[src/rtl/dseq_pkg.sv]
package dseq_pkg;

  typedef enum logic [2:0] {
    ST_IDLE,   // row strobe high, precharge met
    ST_AROW,   // row address on bus, strobe falls next edge
    ST_RCD,    // row open, column set up, waiting to strobe
    ST_CAS,    // column strobe low, waiting to sample
    ST_PAGE,   // row open, column strobe high, deciding
    ST_CPW,    // page column set up, strobe falls next edge
    ST_RONLY,  // row-only cycle (refresh or wake dummy)
    ST_PRE     // row strobe high, counting precharge
  } dseq_state_e;

  typedef enum logic [1:0] {
    OP_HOST,
    OP_REFRESH,
    OP_WAKE
  } dseq_op_e;

endpackage

[src/rtl/dseq_wake.sv]
module dseq_wake #(
  parameter int P_PWRUP    = 40000,
  parameter int WAKE_CNT   = 8,
  parameter int IDLE_LIMIT = 800000
) (
  input  logic clk,
  input  logic rst,
  input  logic ras_n,
  output logic pwr_done,
  output logic wake_pend
);

  localparam int PW_W = $clog2(P_PWRUP + 1);
  localparam int ID_W = $clog2(IDLE_LIMIT + 1);
  localparam int WK_W = $clog2(WAKE_CNT + 1);

  logic [PW_W-1:0] pwr_cnt;
  logic [ID_W-1:0] idle_cnt;
  logic [WK_W-1:0] wake_left;
  logic            ras_q;
  logic            fall;

  assign fall      = ras_q && !ras_n;
  assign wake_pend = (wake_left != '0);

  always_ff @(posedge clk) begin
    if (rst) begin
      pwr_cnt   <= '0;
      pwr_done  <= 1'b0;
      idle_cnt  <= '0;
      wake_left <= '0;
      ras_q     <= 1'b1;
    end else begin
      ras_q <= ras_n;
      // retention window: only row-strobe-high time counts
      if (!ras_n)
        idle_cnt <= '0;
      else if (idle_cnt != ID_W'(IDLE_LIMIT))
        idle_cnt <= idle_cnt + 1'b1;

      if (!pwr_done) begin
        if (pwr_cnt == PW_W'(P_PWRUP - 1)) begin
          pwr_done  <= 1'b1;
          wake_left <= WK_W'(WAKE_CNT);
        end else begin
          pwr_cnt <= pwr_cnt + 1'b1;
        end
      end else if (fall && wake_pend) begin
        wake_left <= wake_left - 1'b1;
      end else if (!wake_pend && idle_cnt == ID_W'(IDLE_LIMIT)) begin
        wake_left <= WK_W'(WAKE_CNT);
      end
    end
  end

  // row strobe stays high through the whole power-up pause
  a_r1_no_ras_in_pause: assert property (@(posedge clk) disable iff (rst)
    !ras_n |-> pwr_done);

endmodule

[src/rtl/dseq_ras_span.sv]
module dseq_ras_span #(
  parameter int T_RP      = 4,
  parameter int T_RAS_MAX = 2000
) (
  input  logic                              clk,
  input  logic                              rst,
  input  logic                              ras_n,
  output logic [$clog2(T_RAS_MAX+2)-1:0]    low_cnt
);

  localparam int LOW_W = $clog2(T_RAS_MAX + 2);
  localparam int HI_W  = $clog2(T_RP + 1);

  logic [HI_W-1:0] hi_cnt;

  always_ff @(posedge clk) begin
    if (rst) begin
      low_cnt <= '0;
      hi_cnt  <= '0;
    end else begin
      if (ras_n) begin
        low_cnt <= '0;
        if (hi_cnt != HI_W'(T_RP))
          hi_cnt <= hi_cnt + 1'b1;
      end else begin
        hi_cnt <= '0;
        if (low_cnt != LOW_W'(T_RAS_MAX + 1))
          low_cnt <= low_cnt + 1'b1;
      end
    end
  end

  // row strobe low time within budget
  a_r8_ras_budget: assert property (@(posedge clk) disable iff (rst)
    low_cnt <= LOW_W'(T_RAS_MAX));

  // precharge time honoured before every row strobe fall
  a_r10_precharge: assert property (@(posedge clk) disable iff (rst)
    $fell(ras_n) |-> (hi_cnt >= HI_W'(T_RP)));

endmodule

[src/rtl/dram_seq.sv]
module dram_seq
  import dseq_pkg::*;
#(
  parameter int ROW_W      = 9,
  parameter int COL_W      = 9,
  parameter int P_PWRUP    = 40000,
  parameter int WAKE_CNT   = 8,
  parameter int IDLE_LIMIT = 800000,
  parameter int T_RAS_MIN  = 8,
  parameter int T_RP       = 4,
  parameter int T_RCD      = 3,
  parameter int T_CAC      = 2,
  parameter int T_RAS_MAX  = 2000
) (
  input  logic                                        clk,
  input  logic                                        rst,
  input  logic                                        host_valid,
  input  logic [ROW_W+COL_W-1:0]                      host_addr,
  input  logic                                        host_write,
  input  logic                                        host_wdata,
  output logic                                        host_accept,
  output logic                                        host_done,
  output logic                                        host_rdata,
  input  logic                                        refr_req,
  input  logic [ROW_W-1:0]                            refr_row,
  output logic                                        refr_gnt,
  output logic                                        mem_ready,
  output logic                                        dram_ras_n,
  output logic                                        dram_cas_n,
  output logic                                        dram_we_n,
  output logic [((ROW_W>COL_W)?ROW_W:COL_W)-1:0]      dram_a,
  output logic                                        dram_d,
  input  logic                                        dram_q
);

  localparam int ADDR_W    = ROW_W + COL_W;
  localparam int A_W       = (ROW_W > COL_W) ? ROW_W : COL_W;
  localparam int LOW_W     = $clog2(T_RAS_MAX + 2);
  localparam int CNT_MAX   = (T_RCD > T_CAC ? T_RCD : T_CAC) > (T_RAS_MIN > T_RP ? T_RAS_MIN : T_RP)
                           ? (T_RCD > T_CAC ? T_RCD : T_CAC) : (T_RAS_MIN > T_RP ? T_RAS_MIN : T_RP);
  localparam int CNT_W     = $clog2(CNT_MAX + 1);
  // row-low clocks a further page column costs: accept, setup, access, one page clock
  localparam int PAGE_COST = T_CAC + 3;

  dseq_state_e       state;
  dseq_op_e          op;
  logic [CNT_W-1:0]  cnt;
  logic [ROW_W-1:0]  open_row;
  logic [COL_W-1:0]  col_q;
  logic              wr_q;
  logic              pwr_done;
  logic              wake_pend;
  logic [LOW_W-1:0]  low_cnt;
  logic [ROW_W-1:0]  h_row;
  logic [COL_W-1:0]  h_col;
  logic              budget_out;

  assign h_row      = host_addr[ADDR_W-1 -: ROW_W];
  assign h_col      = host_addr[COL_W-1:0];
  assign budget_out = (32'(low_cnt) + 32'(PAGE_COST)) > 32'(T_RAS_MAX);
  assign mem_ready  = pwr_done && !wake_pend;

  dseq_wake #(
    .P_PWRUP   (P_PWRUP),
    .WAKE_CNT  (WAKE_CNT),
    .IDLE_LIMIT(IDLE_LIMIT)
  ) u_wake (
    .clk      (clk),
    .rst      (rst),
    .ras_n    (dram_ras_n),
    .pwr_done (pwr_done),
    .wake_pend(wake_pend)
  );

  dseq_ras_span #(
    .T_RP     (T_RP),
    .T_RAS_MAX(T_RAS_MAX)
  ) u_span (
    .clk    (clk),
    .rst    (rst),
    .ras_n  (dram_ras_n),
    .low_cnt(low_cnt)
  );

  always_ff @(posedge clk) begin
    if (rst) begin
      state       <= ST_IDLE;
      op          <= OP_HOST;
      cnt         <= '0;
      open_row    <= '0;
      col_q       <= '0;
      wr_q        <= 1'b0;
      dram_ras_n  <= 1'b1;
      dram_cas_n  <= 1'b1;
      dram_we_n   <= 1'b1;
      dram_a      <= '0;
      dram_d      <= 1'b0;
      host_accept <= 1'b0;
      host_done   <= 1'b0;
      host_rdata  <= 1'b0;
      refr_gnt    <= 1'b0;
    end else begin
      host_accept <= 1'b0;
      host_done   <= 1'b0;
      refr_gnt    <= 1'b0;
      case (state)
        ST_IDLE: begin
          if (pwr_done) begin
            if (wake_pend) begin
              dram_a <= '0;
              op     <= OP_WAKE;
              state  <= ST_AROW;
            end else if (refr_req) begin
              dram_a   <= A_W'(refr_row);
              op       <= OP_REFRESH;
              refr_gnt <= 1'b1;
              state    <= ST_AROW;
            end else if (host_valid) begin
              dram_a      <= A_W'(h_row);
              open_row    <= h_row;
              col_q       <= h_col;
              wr_q        <= host_write;
              dram_d      <= host_wdata;
              host_accept <= 1'b1;
              op          <= OP_HOST;
              state       <= ST_AROW;
            end
          end
        end
        ST_AROW: begin
          dram_ras_n <= 1'b0;
          cnt        <= '0;
          state      <= (op == OP_HOST) ? ST_RCD : ST_RONLY;
        end
        ST_RCD: begin
          cnt <= cnt + 1'b1;
          if (cnt == '0) begin
            dram_a    <= A_W'(col_q);
            dram_we_n <= !wr_q;
          end
          if (cnt == CNT_W'(T_RCD - 1)) begin
            dram_cas_n <= 1'b0;
            cnt        <= '0;
            state      <= ST_CAS;
          end
        end
        ST_CAS: begin
          cnt <= cnt + 1'b1;
          if (cnt == CNT_W'(T_CAC - 1)) begin
            dram_cas_n <= 1'b1;
            dram_we_n  <= 1'b1;
            host_done  <= 1'b1;
            if (!wr_q)
              host_rdata <= dram_q;
            cnt   <= '0;
            state <= ST_PAGE;
          end
        end
        ST_PAGE: begin
          if (refr_req || budget_out || (host_valid && h_row != open_row)) begin
            dram_ras_n <= 1'b1;
            cnt        <= '0;
            state      <= ST_PRE;
          end else if (host_valid) begin
            dram_a      <= A_W'(h_col);
            dram_we_n   <= !host_write;
            wr_q        <= host_write;
            dram_d      <= host_wdata;
            host_accept <= 1'b1;
            state       <= ST_CPW;
          end
        end
        ST_CPW: begin
          dram_cas_n <= 1'b0;
          cnt        <= '0;
          state      <= ST_CAS;
        end
        ST_RONLY: begin
          cnt <= cnt + 1'b1;
          if (cnt == CNT_W'(T_RAS_MIN - 1)) begin
            dram_ras_n <= 1'b1;
            cnt        <= '0;
            state      <= ST_PRE;
          end
        end
        ST_PRE: begin
          cnt <= cnt + 1'b1;
          if (cnt == CNT_W'(T_RP - 1)) begin
            cnt   <= '0;
            state <= ST_IDLE;
          end
        end
        default: state <= ST_IDLE;
      endcase
    end
  end

  // column strobe only inside a row strobe
  a_r13_cas_inside_ras: assert property (@(posedge clk) disable iff (rst)
    !dram_cas_n |-> !dram_ras_n);

  // bus holds still across each strobe fall
  a_r3_row_addr_stable: assert property (@(posedge clk) disable iff (rst)
    $fell(dram_ras_n) |-> $stable(dram_a));
  a_r3_col_addr_stable: assert property (@(posedge clk) disable iff (rst)
    $fell(dram_cas_n) |-> $stable(dram_a));

  // early write, write strobe leads the column strobe and holds
  a_r5_we_leads_cas: assert property (@(posedge clk) disable iff (rst)
    ($fell(dram_cas_n) && !dram_we_n) |-> ($past(dram_we_n) == 1'b0));
  a_r5_we_held: assert property (@(posedge clk) disable iff (rst)
    (!dram_cas_n && !$fell(dram_cas_n)) |-> $stable(dram_we_n));

  // no column access before wake-up completes
  a_r2_cas_after_wake: assert property (@(posedge clk) disable iff (rst)
    $fell(dram_cas_n) |-> mem_ready);

  // done is a single-cycle pulse
  a_r4_done_pulse: assert property (@(posedge clk) disable iff (rst)
    host_done |=> !host_done);

  // grant is a single-cycle pulse
  a_r9_gnt_pulse: assert property (@(posedge clk) disable iff (rst)
    refr_gnt |=> !refr_gnt);

endmodule

[config.mk]
export PLATFORM = sky130hd
export DESIGN_NAME = dram_seq
export DESIGN_NICKNAME = d
export VERILOG_FILES = /design/src/rtl/dseq_pkg.sv /design/src/rtl/dseq_wake.sv /design/src/rtl/dseq_ras_span.sv /design/src/rtl/dram_seq.sv
export SDC_FILE = /design/constraint.sdc
export NUM_CORES = 1
export LEC_CHECK = 0
export ABC_AREA = 1
export BUFFER_PORTS_ARGS = -buffer_cell sky130_fd_sc_hd__buf_4
export CORE_UTILIZATION = 35
export CTS_BUF_LIST = sky130_fd_sc_hd__clkbuf_16
export CTS_CLUSTER_DIAMETER = 60
export CTS_CLUSTER_SIZE = 25
export DETAILED_ROUTE_END_ITERATION = 10
export SYNTH_ARGS = -nofsm -noshare
export SYNTH_HDL_FRONTEND = slang
export SYNTH_SLANG_ARGS = --single-unit
[constraint.sdc]
create_clock -name clk -period 1.75 [get_ports clk]
set_input_delay 0.35 -clock clk [delete_from_list [all_inputs] [get_ports clk]]
set_output_delay 0.35 -clock clk [all_outputs]
set_load 0.01 [all_outputs]
==> impl_metrics.env, run 1 <==
export IMPL_yosysWarnings=0
export IMPL_yosysSeqAreaShare_pct=36.72
export IMPL_htree_num_levels=3
export IMPL_reg2reg_from="u_span.low_cnt[0]"
export IMPL_core_rowCount=44
export IMPL_max_slew_margin_pct=75.34
export IMPL_die_h_um=125.6
export IMPL_cp_start_kind="register"
export IMPL_dpl_hpwl_mm=9.740
export IMPL_power_leakage_nw=2.894
export IMPL_utilization_pct=47.62
export IMPL_cp_arrival_ns=2.01
export IMPL_power_density_nw_per_um2=1070
export IMPL_outcome="finished, violations left"
export IMPL_cts_buffers=9
export IMPL_n_fill_cell=1514
export IMPL_hold_viol=0
export IMPL_ir_drop_uv=619.1
export IMPL_finalCritPeriodShare_pct=101.0
export IMPL_finalSetupViolations=3
export IMPL_final_antenna_net_count=0
export IMPL_holdWs_ns=0.2198
export IMPL_async_flop_share_pct=0
export IMPL_cts_tree="yes"
export IMPL_wl_per_cell_um=12.36
export IMPL_dieArea_um2=15760
export IMPL_cts_buffer_depth=2
export IMPL_wl_mm=13.63
export IMPL_insertion_delay_ns=0.35
export IMPL_setup_worst_path_end_class="register"
export IMPL_place_gp_congestion=0.8183
export IMPL_antenna_found_initial=0
export IMPL_via_count=5330
export IMPL_final_common_cell="nand2_1"
export IMPL_synth_area_per_cell_um2=6.612
export IMPL_grt_pass1_wl_mm=22.54
export IMPL_cp_max_fo=6
export IMPL_finalNonFillerCells=1103
export IMPL_crit_required_ns=1.99
export IMPL_root_buffer="clkbuf_16"
export IMPL_place_port_buffers=51
export IMPL_drt_iter0_markers=216
export IMPL_drc=7
export IMPL_synth_edf_count=0
export IMPL_io_pins=52
export IMPL_vias_per_cell=4.832
export IMPL_mostFrequentLayoutCells="172 x nand2_1, 111 x buf_4, 110 x nor2_1"
export IMPL_hold_path_class="primary input to register"
export IMPL_seqCellArea_um2=1999
export IMPL_nets=960
export IMPL_violations="DRC, setup timing"
export IMPL_start_util_pct=36.35
export IMPL_synthFlopType="dfxtp_1"
export IMPL_whs_endpoint="cnt[3]"
export IMPL_chipWidth_um=125.6
export IMPL_area_growth_syn_to_layout_pct=31.01
export IMPL_min_from="rst"
export IMPL_antennaDiodeCount=0
export IMPL_r2r_end="cnt[2]"
export IMPL_fin_tns_setup_ns=-0.03033
export IMPL_core_area_um2=14700
export IMPL_firstDrtPassIters=7
export IMPL_overflow=0
export IMPL_rsz0062_at_grt="true"
export IMPL_synthDistinctLibCells=37
export IMPL_finalClockSkew_ns=0.009980
export IMPL_clock_sinks=98
export IMPL_layout_drive_gt1_share_pct=26.12
export IMPL_syn_area_um2=5343
export IMPL_synth_seq_cells=98
export IMPL_worst_slack_ns=-0.01744
export IMPL_grt_pass1_vias=4906
export IMPL_grt_total_usage_pct=17.53
export IMPL_reg2reg_slack_ns=-0.02
export IMPL_pre_cts_slack_ns=-0.1096
export IMPL_dp_cells=1078
export IMPL_tightest_slew_ns=0.3699
export IMPL_timing_final_max_slew_violations=0
export IMPL_grt_max_degree=33
export IMPL_max_cap_violations=0
export IMPL_path_class="register to register"
export IMPL_syn_nets=853
export IMPL_multiInputGateArea_um2=3164
export IMPL_holdPathStages=2
export IMPL_synthCells=808
export IMPL_min_period_ns=1.767
export IMPL_r2r_cells=14
export IMPL_clock_fmax_mhz=565.8
export IMPL_path_clk_slew_ns=0.06
[worst max-delay path: stages, from the launching register on]
cell and delay [ns]:
dfxtp_2 0.35, ha_4 0.16, nand2_4 0.06, nand2_4 0.08
nand2_2 0.05, nand2_1 0.05, nand2_1 0.05, inv_2 0.04
nand2_1 0.04, nor2_1 0.10, nand2_2 0.10, nand4_1 0.21
nand2_2 0.14, o21bai_1 0.15, nor2_1 0.06
[flip-flops by register name, summed over array words and instances (netlist names), 2 cells and up]
name / flops
op: 2
u_span.low_cnt: 11
state: 3
u_wake.idle_cnt: 20
dram_a: 9
u_wake.pwr_cnt: 16
open_row: 9
col_q: 9
cnt: 4
u_wake.wake_left: 4
[worst max path at each step]
stage	startpoint	end	slack [ns]	cells after the start
4_1_cts	u_span.low_cnt[0]	cnt[2]	-0.03	13
3_3_place_gp	u_span.low_cnt[0]	cnt[2]	-0.11	11
5_1_grt	u_span.low_cnt[7]	cnt[2]	-0.17	11
6_report	u_span.low_cnt[0]	cnt[2]	-0.02	14
3_5_place_dp	u_span.low_cnt[0]	dram_d	-0.11	16
2_1_floorplan	u_wake.wake_left[0]	dram_a[4]	0.02	11
[metrics by stage]
step / cell area, µm² / power (mW)
2_1_floorplan: 5343 / 4.391
3_3_place_gp: 6319 / 5.267
3_5_place_dp: 6319 / 5.283
4_1_cts: 6693 / 7.286
5_1_grt: 6999 / 7.986
6_report: 6999 / 7.490
[synth_stat cells (3+ instances only)]
library cell	instances	area share, %
nand2_1	187	13
nor2_1	120	8.4
dfxtp_1	98	37
inv_1	78	5.5
a21oi_1	72	6.7
nand3_1	55	5.2
o21ai_0	54	5.1
nor3_1	19	1.8
xor2_1	13	2.1
clkbuf_1	12	0.84
ha_1	11	2.6
inv_2	11	0.77
nand4_1	10	1.2
xnor2_1	10	1.6
a21oi_2	9	1.5
nand2_2	6	0.70
buf_2	5	0.47
nor2_2	5	0.59
nor4_1	4	0.47
buf_4	3	0.42
nand3_2	3	0.56
or2_2	3	0.35
[routing by layer]
metal	track usage [%]	wire, µm	up-vias
met2	28.30	6205	90
met4	6.313	261	0
met3	3.338	411	15
met5	0	0	-
met1	23.23	6751	2405
li1	-	-	2820
[repair_timing]
action | CTS | global route
pin swaps | 10 | 25
hold buffers | 0 | 0
gates cloned | 0 | 3
buffers inserted | 2 | 5
resized for setup | 23 | 65
endpoints found under the setup margin | 27 | 57
[report_power, final]
group	switching, mW	internal (mW)	leakage [nW]
Combinational	1.57	1.26	1.95
Clock	0.889	1.09	0.135
Sequential	0.228	2.46	0.804
[logic make-up (layout without fill, tap and decap cells)]
| family | Yosys count | after routing | share of synthesized area [%] |
|---|---|---|---|
| adders and majority gates | 11 | 11 | 2.576 |
| AOI/OAI and AO/OA | 142 | 142 | 14.24 |
| xor gates and xnor gates | 23 | 23 | 3.770 |
| buffers and inverters | 114 | 225 | 8.641 |
| DFF | 98 | 98 | 36.72 |
| and+or+nand+nor | 420 | 420 | 34.05 |
[area by class of cell]
class                   instances  area share [%]
clock buffers                   9           3.218
clock inverters                 6          0.8402
inverters                      92           4.952
multi-input cells             596           45.21
flip-flops and latches         98           28.57
well taps                     184           3.289
repair buffers                118           13.93
No activity file was read; power rests on OpenSTA's default activity.
==> run 2, diff against run 1 <==
Settings changed: SYNTH_HIERARCHICAL set to 1.
==> impl_metrics.env, run 2 <==
export IMPL_setup_worst_path_end_class="output port"
export IMPL_nets=937
export IMPL_min_from="host_wdata"
export IMPL_slowest_stage="dfxtp_2"
export IMPL_io_pins=52
export IMPL_grt_pass1_wl_mm=22.35
export IMPL_drc=0
export IMPL_yosysSeqAreaShare_pct=36.47
export IMPL_worst_slack_ns=-0.04281
export IMPL_synth_most_common_cell="nand2_1"
export IMPL_tightest_slew_ns=0.4026
export IMPL_syn_area_um2=5380
export IMPL_holdPathStages=3
export IMPL_finalCritPeriodShare_pct=102.4
export IMPL_place_gp_congestion=0.8301
export IMPL_cp_max_fo=3
export IMPL_chipWidth_um=126.0
export IMPL_synth_top_area_share_pct=36.47
export IMPL_synthFlopType="dfxtp_1"
export IMPL_timing_final_max_slew_violations=0
export IMPL_crit_path_max_incr_delay_ns=0.32
export IMPL_holdWs_ns=0.2279
export IMPL_crit_start="u_wake/wake_left[1]"
export IMPL_pre_cts_slack_ns=-0.02252
export IMPL_antennaDiodeCount=0
export IMPL_core_area_um2=14750
export IMPL_reg_top3="u_wake/idle_cnt: 20 flops, u_wake/pwr_cnt: 16 flops, u_span/low_cnt: 11 flops"
export IMPL_top_register="u_wake/idle_cnt"
export IMPL_finalSetupViolations=1
export IMPL_grt_max_degree=31
export IMPL_r2r_end="dram_a[4]"
export IMPL_cts_tree="yes"
export IMPL_start_util_pct=36.47
export IMPL_synth_common_cells="194 x nand2_1, 110 x nor2_1, 98 x dfxtp_1"
export IMPL_dp_cells=1057
export IMPL_max_slew_margin_pct=73.16
export IMPL_cp_arrival_ns=1.44
export IMPL_hold_path_class="primary input to register"
export IMPL_cts_buffer_depth=2
export IMPL_synth_edf_count=0
export IMPL_antenna_found_initial=0
export IMPL_synth_seq_cells=98
export IMPL_place_port_buffers=51
export IMPL_max_cap_violations=0
export IMPL_via_count=5275
export IMPL_clock_sinks=98
export IMPL_crit_chain="inv_2 > ha_4 > nand2_4 > nor2_4 > inv_4 > buf_6 > nor2_4 > buf_6"
export IMPL_grt_pass1_vias=4721
export IMPL_cp_start_kind="register"
export IMPL_yosysWarnings=6
export IMPL_dpl_hpwl_mm=10.03
export IMPL_final_antenna_net_count=0
export IMPL_htree_num_levels=3
export IMPL_path_clk_slew_ns=0.07
export IMPL_synth_area_leader_cell="dfxtp_1"
export IMPL_whs_endpoint="dram_d"
export IMPL_syn_nets=843
export IMPL_largest_reg_flops=20
export IMPL_finalClockSkew_ns=0.008222
export IMPL_clock_fmax_mhz=557.8
export IMPL_synth_area_top_cells="dfxtp_1 36%, nand2_1 14%, nor2_1 7.7%, a21oi_1 6.7%, nand3_1 5.4%"
export IMPL_power_density_nw_per_um2=1017
export IMPL_area_growth_syn_to_layout_pct=24.47
export IMPL_reg2reg_from="u_wake/wake_left[1]"
export IMPL_path_class="register to output port"
export IMPL_layout_drive_gt1_share_pct=20.85
export IMPL_min_period_ns=1.793
export IMPL_r2r_cells=12
export IMPL_reg2reg_slack_ns=0.04
export IMPL_async_flop_share_pct=0
export IMPL_root_buffer="clkbuf_16"
export IMPL_drt_iter0_markers=332
export IMPL_firstDrtPassIters=5
export IMPL_cts_buffers=9
export IMPL_die_h_um=126.0
export IMPL_core_rowCount=44
export IMPL_hold_viol=0
export IMPL_outcome="finished, violations left"
export IMPL_synthDistinctLibCells=38
export IMPL_power_leakage_nw=2.704
export IMPL_synthCells=798
export IMPL_ir_drop_uv=524.4
export IMPL_grt_total_usage_pct=17.37
export IMPL_final_common_cell="nand2_1"
export IMPL_dieArea_um2=15870
export IMPL_wl_mm=13.48
export IMPL_insertion_delay_ns=0.35
export IMPL_crit_required_ns=1.40
export IMPL_synth_area_per_cell_um2=6.742
export IMPL_overflow=0
export IMPL_violations="setup timing"
export IMPL_wl_per_cell_um=12.47
export IMPL_mostFrequentLayoutCells="189 x nand2_1, 107 x nor2_1, 95 x dfxtp_1"
export IMPL_vias_per_cell=4.880
export IMPL_finalNonFillerCells=1081
export IMPL_rsz0062_at_grt="true"
-- run 2: changes by cell type after synthesis, sizes merged, moves of 3 or more --
| cell | delta |
|---|---|
| a22o | +7 |
| nand3b | +5 |
| xnor2 | -3 |
| nor2 | -9 |
| nor4 | -5 |
| nor3 | -4 |
| nand2 | +6 |
| inv | -9 |
| clkbuf | -6 |
| xor2 | -3 |
| nand4 | +4 |
-- run 2: cells by family (layout without fill, tap and decap cells) --
group / after synthesis / count (layout) / share of synthesized area, %
buffers and inverters: 102 / 201 / 8.186
AO/OA/AOI/OAI: 153 / 153 / 16.16
AND/OR/NAND/NOR: 417 / 417 / 33.86
XOR/XNOR: 17 / 17 / 2.767
adder cells (fa/ha/maj): 11 / 11 / 2.558
flip-flops: 98 / 98 / 36.47
-- run 2: stage by stage --
step           util (%)  area (µm²)  power (mW)  TNS [ns]
6_report          45.39        6696       6.807  -0.04281
5_1_grt           45.39        6696       7.312   -0.9119
4_1_cts           44.22        6524       6.707  -0.06562
3_5_place_dp      42.21        6227       4.896  -0.08418
3_3_place_gp      42.21        6227       4.880         0
2_1_floorplan         -        5386       4.131  -0.04138
-- run 2: worst max path at each step --
stage | slack (ns) | depth (start not counted) | to
floorplan | -0.04 | 12 | wr_q
CTS | -0.04 | 8 | mem_ready
finish | -0.04 | 8 | mem_ready
global placement | 0.003 | 14 | dram_a[3]
detailed placement | -0.02 | 14 | dram_a[5]
global route | -0.12 | 8 | mem_ready
-- run 2: final cells by class --
type / instances / area (µm²)
inverters: 84 / 326.6
clock buffers: 9 / 225.2
repair buffers: 99 / 799.5
flip-flops and latches: 98 / 1966
fillers: 1550 / 8058
clock inverters: 7 / 36.28
multi-input cells: 598 / 3099
well taps: 184 / 230.2
repair inverters: 2 / 13.76
-- run 2: layer usage --
layer | wire, µm | global-route usage, % | part of all wire [%]
met2 | 6078 | 28.31 | 45
met1 | 6588 | 23.16 | 49
met4 | 205 | 6.662 | 1.5
met5 | 0 | 0 | 0
met3 | 602 | 2.549 | 4.5
-- run 2: worst max-delay path, delay by kind of cell, from the launching register on --
kind / cells / cell delay (ns)
simple gates: 3 / 0.26
flops: 1 / 0.32
buf+inv: 4 / 0.36
fa+ha+maj: 1 / 0.14
-- run 2: timing repair --
| item | in CTS | in global routing |
|---|---|---|
| resized for setup | 10 | 38 |
| gates cloned | 0 | 2 |
| pin swaps | 2 | 18 |
| endpoints found under the setup margin | 13 | 37 |
| buffers inserted | 2 | 5 |
| hold buffers | 0 | 0 |
-- run 2: report_power, final --
part	internal, mW	switching [mW]	total [mW]
sequential	2.46	0.208	2.67
clock	0.946	0.849	1.80
combinational	1.04	1.30	2.34
total	4.45	2.36	6.81
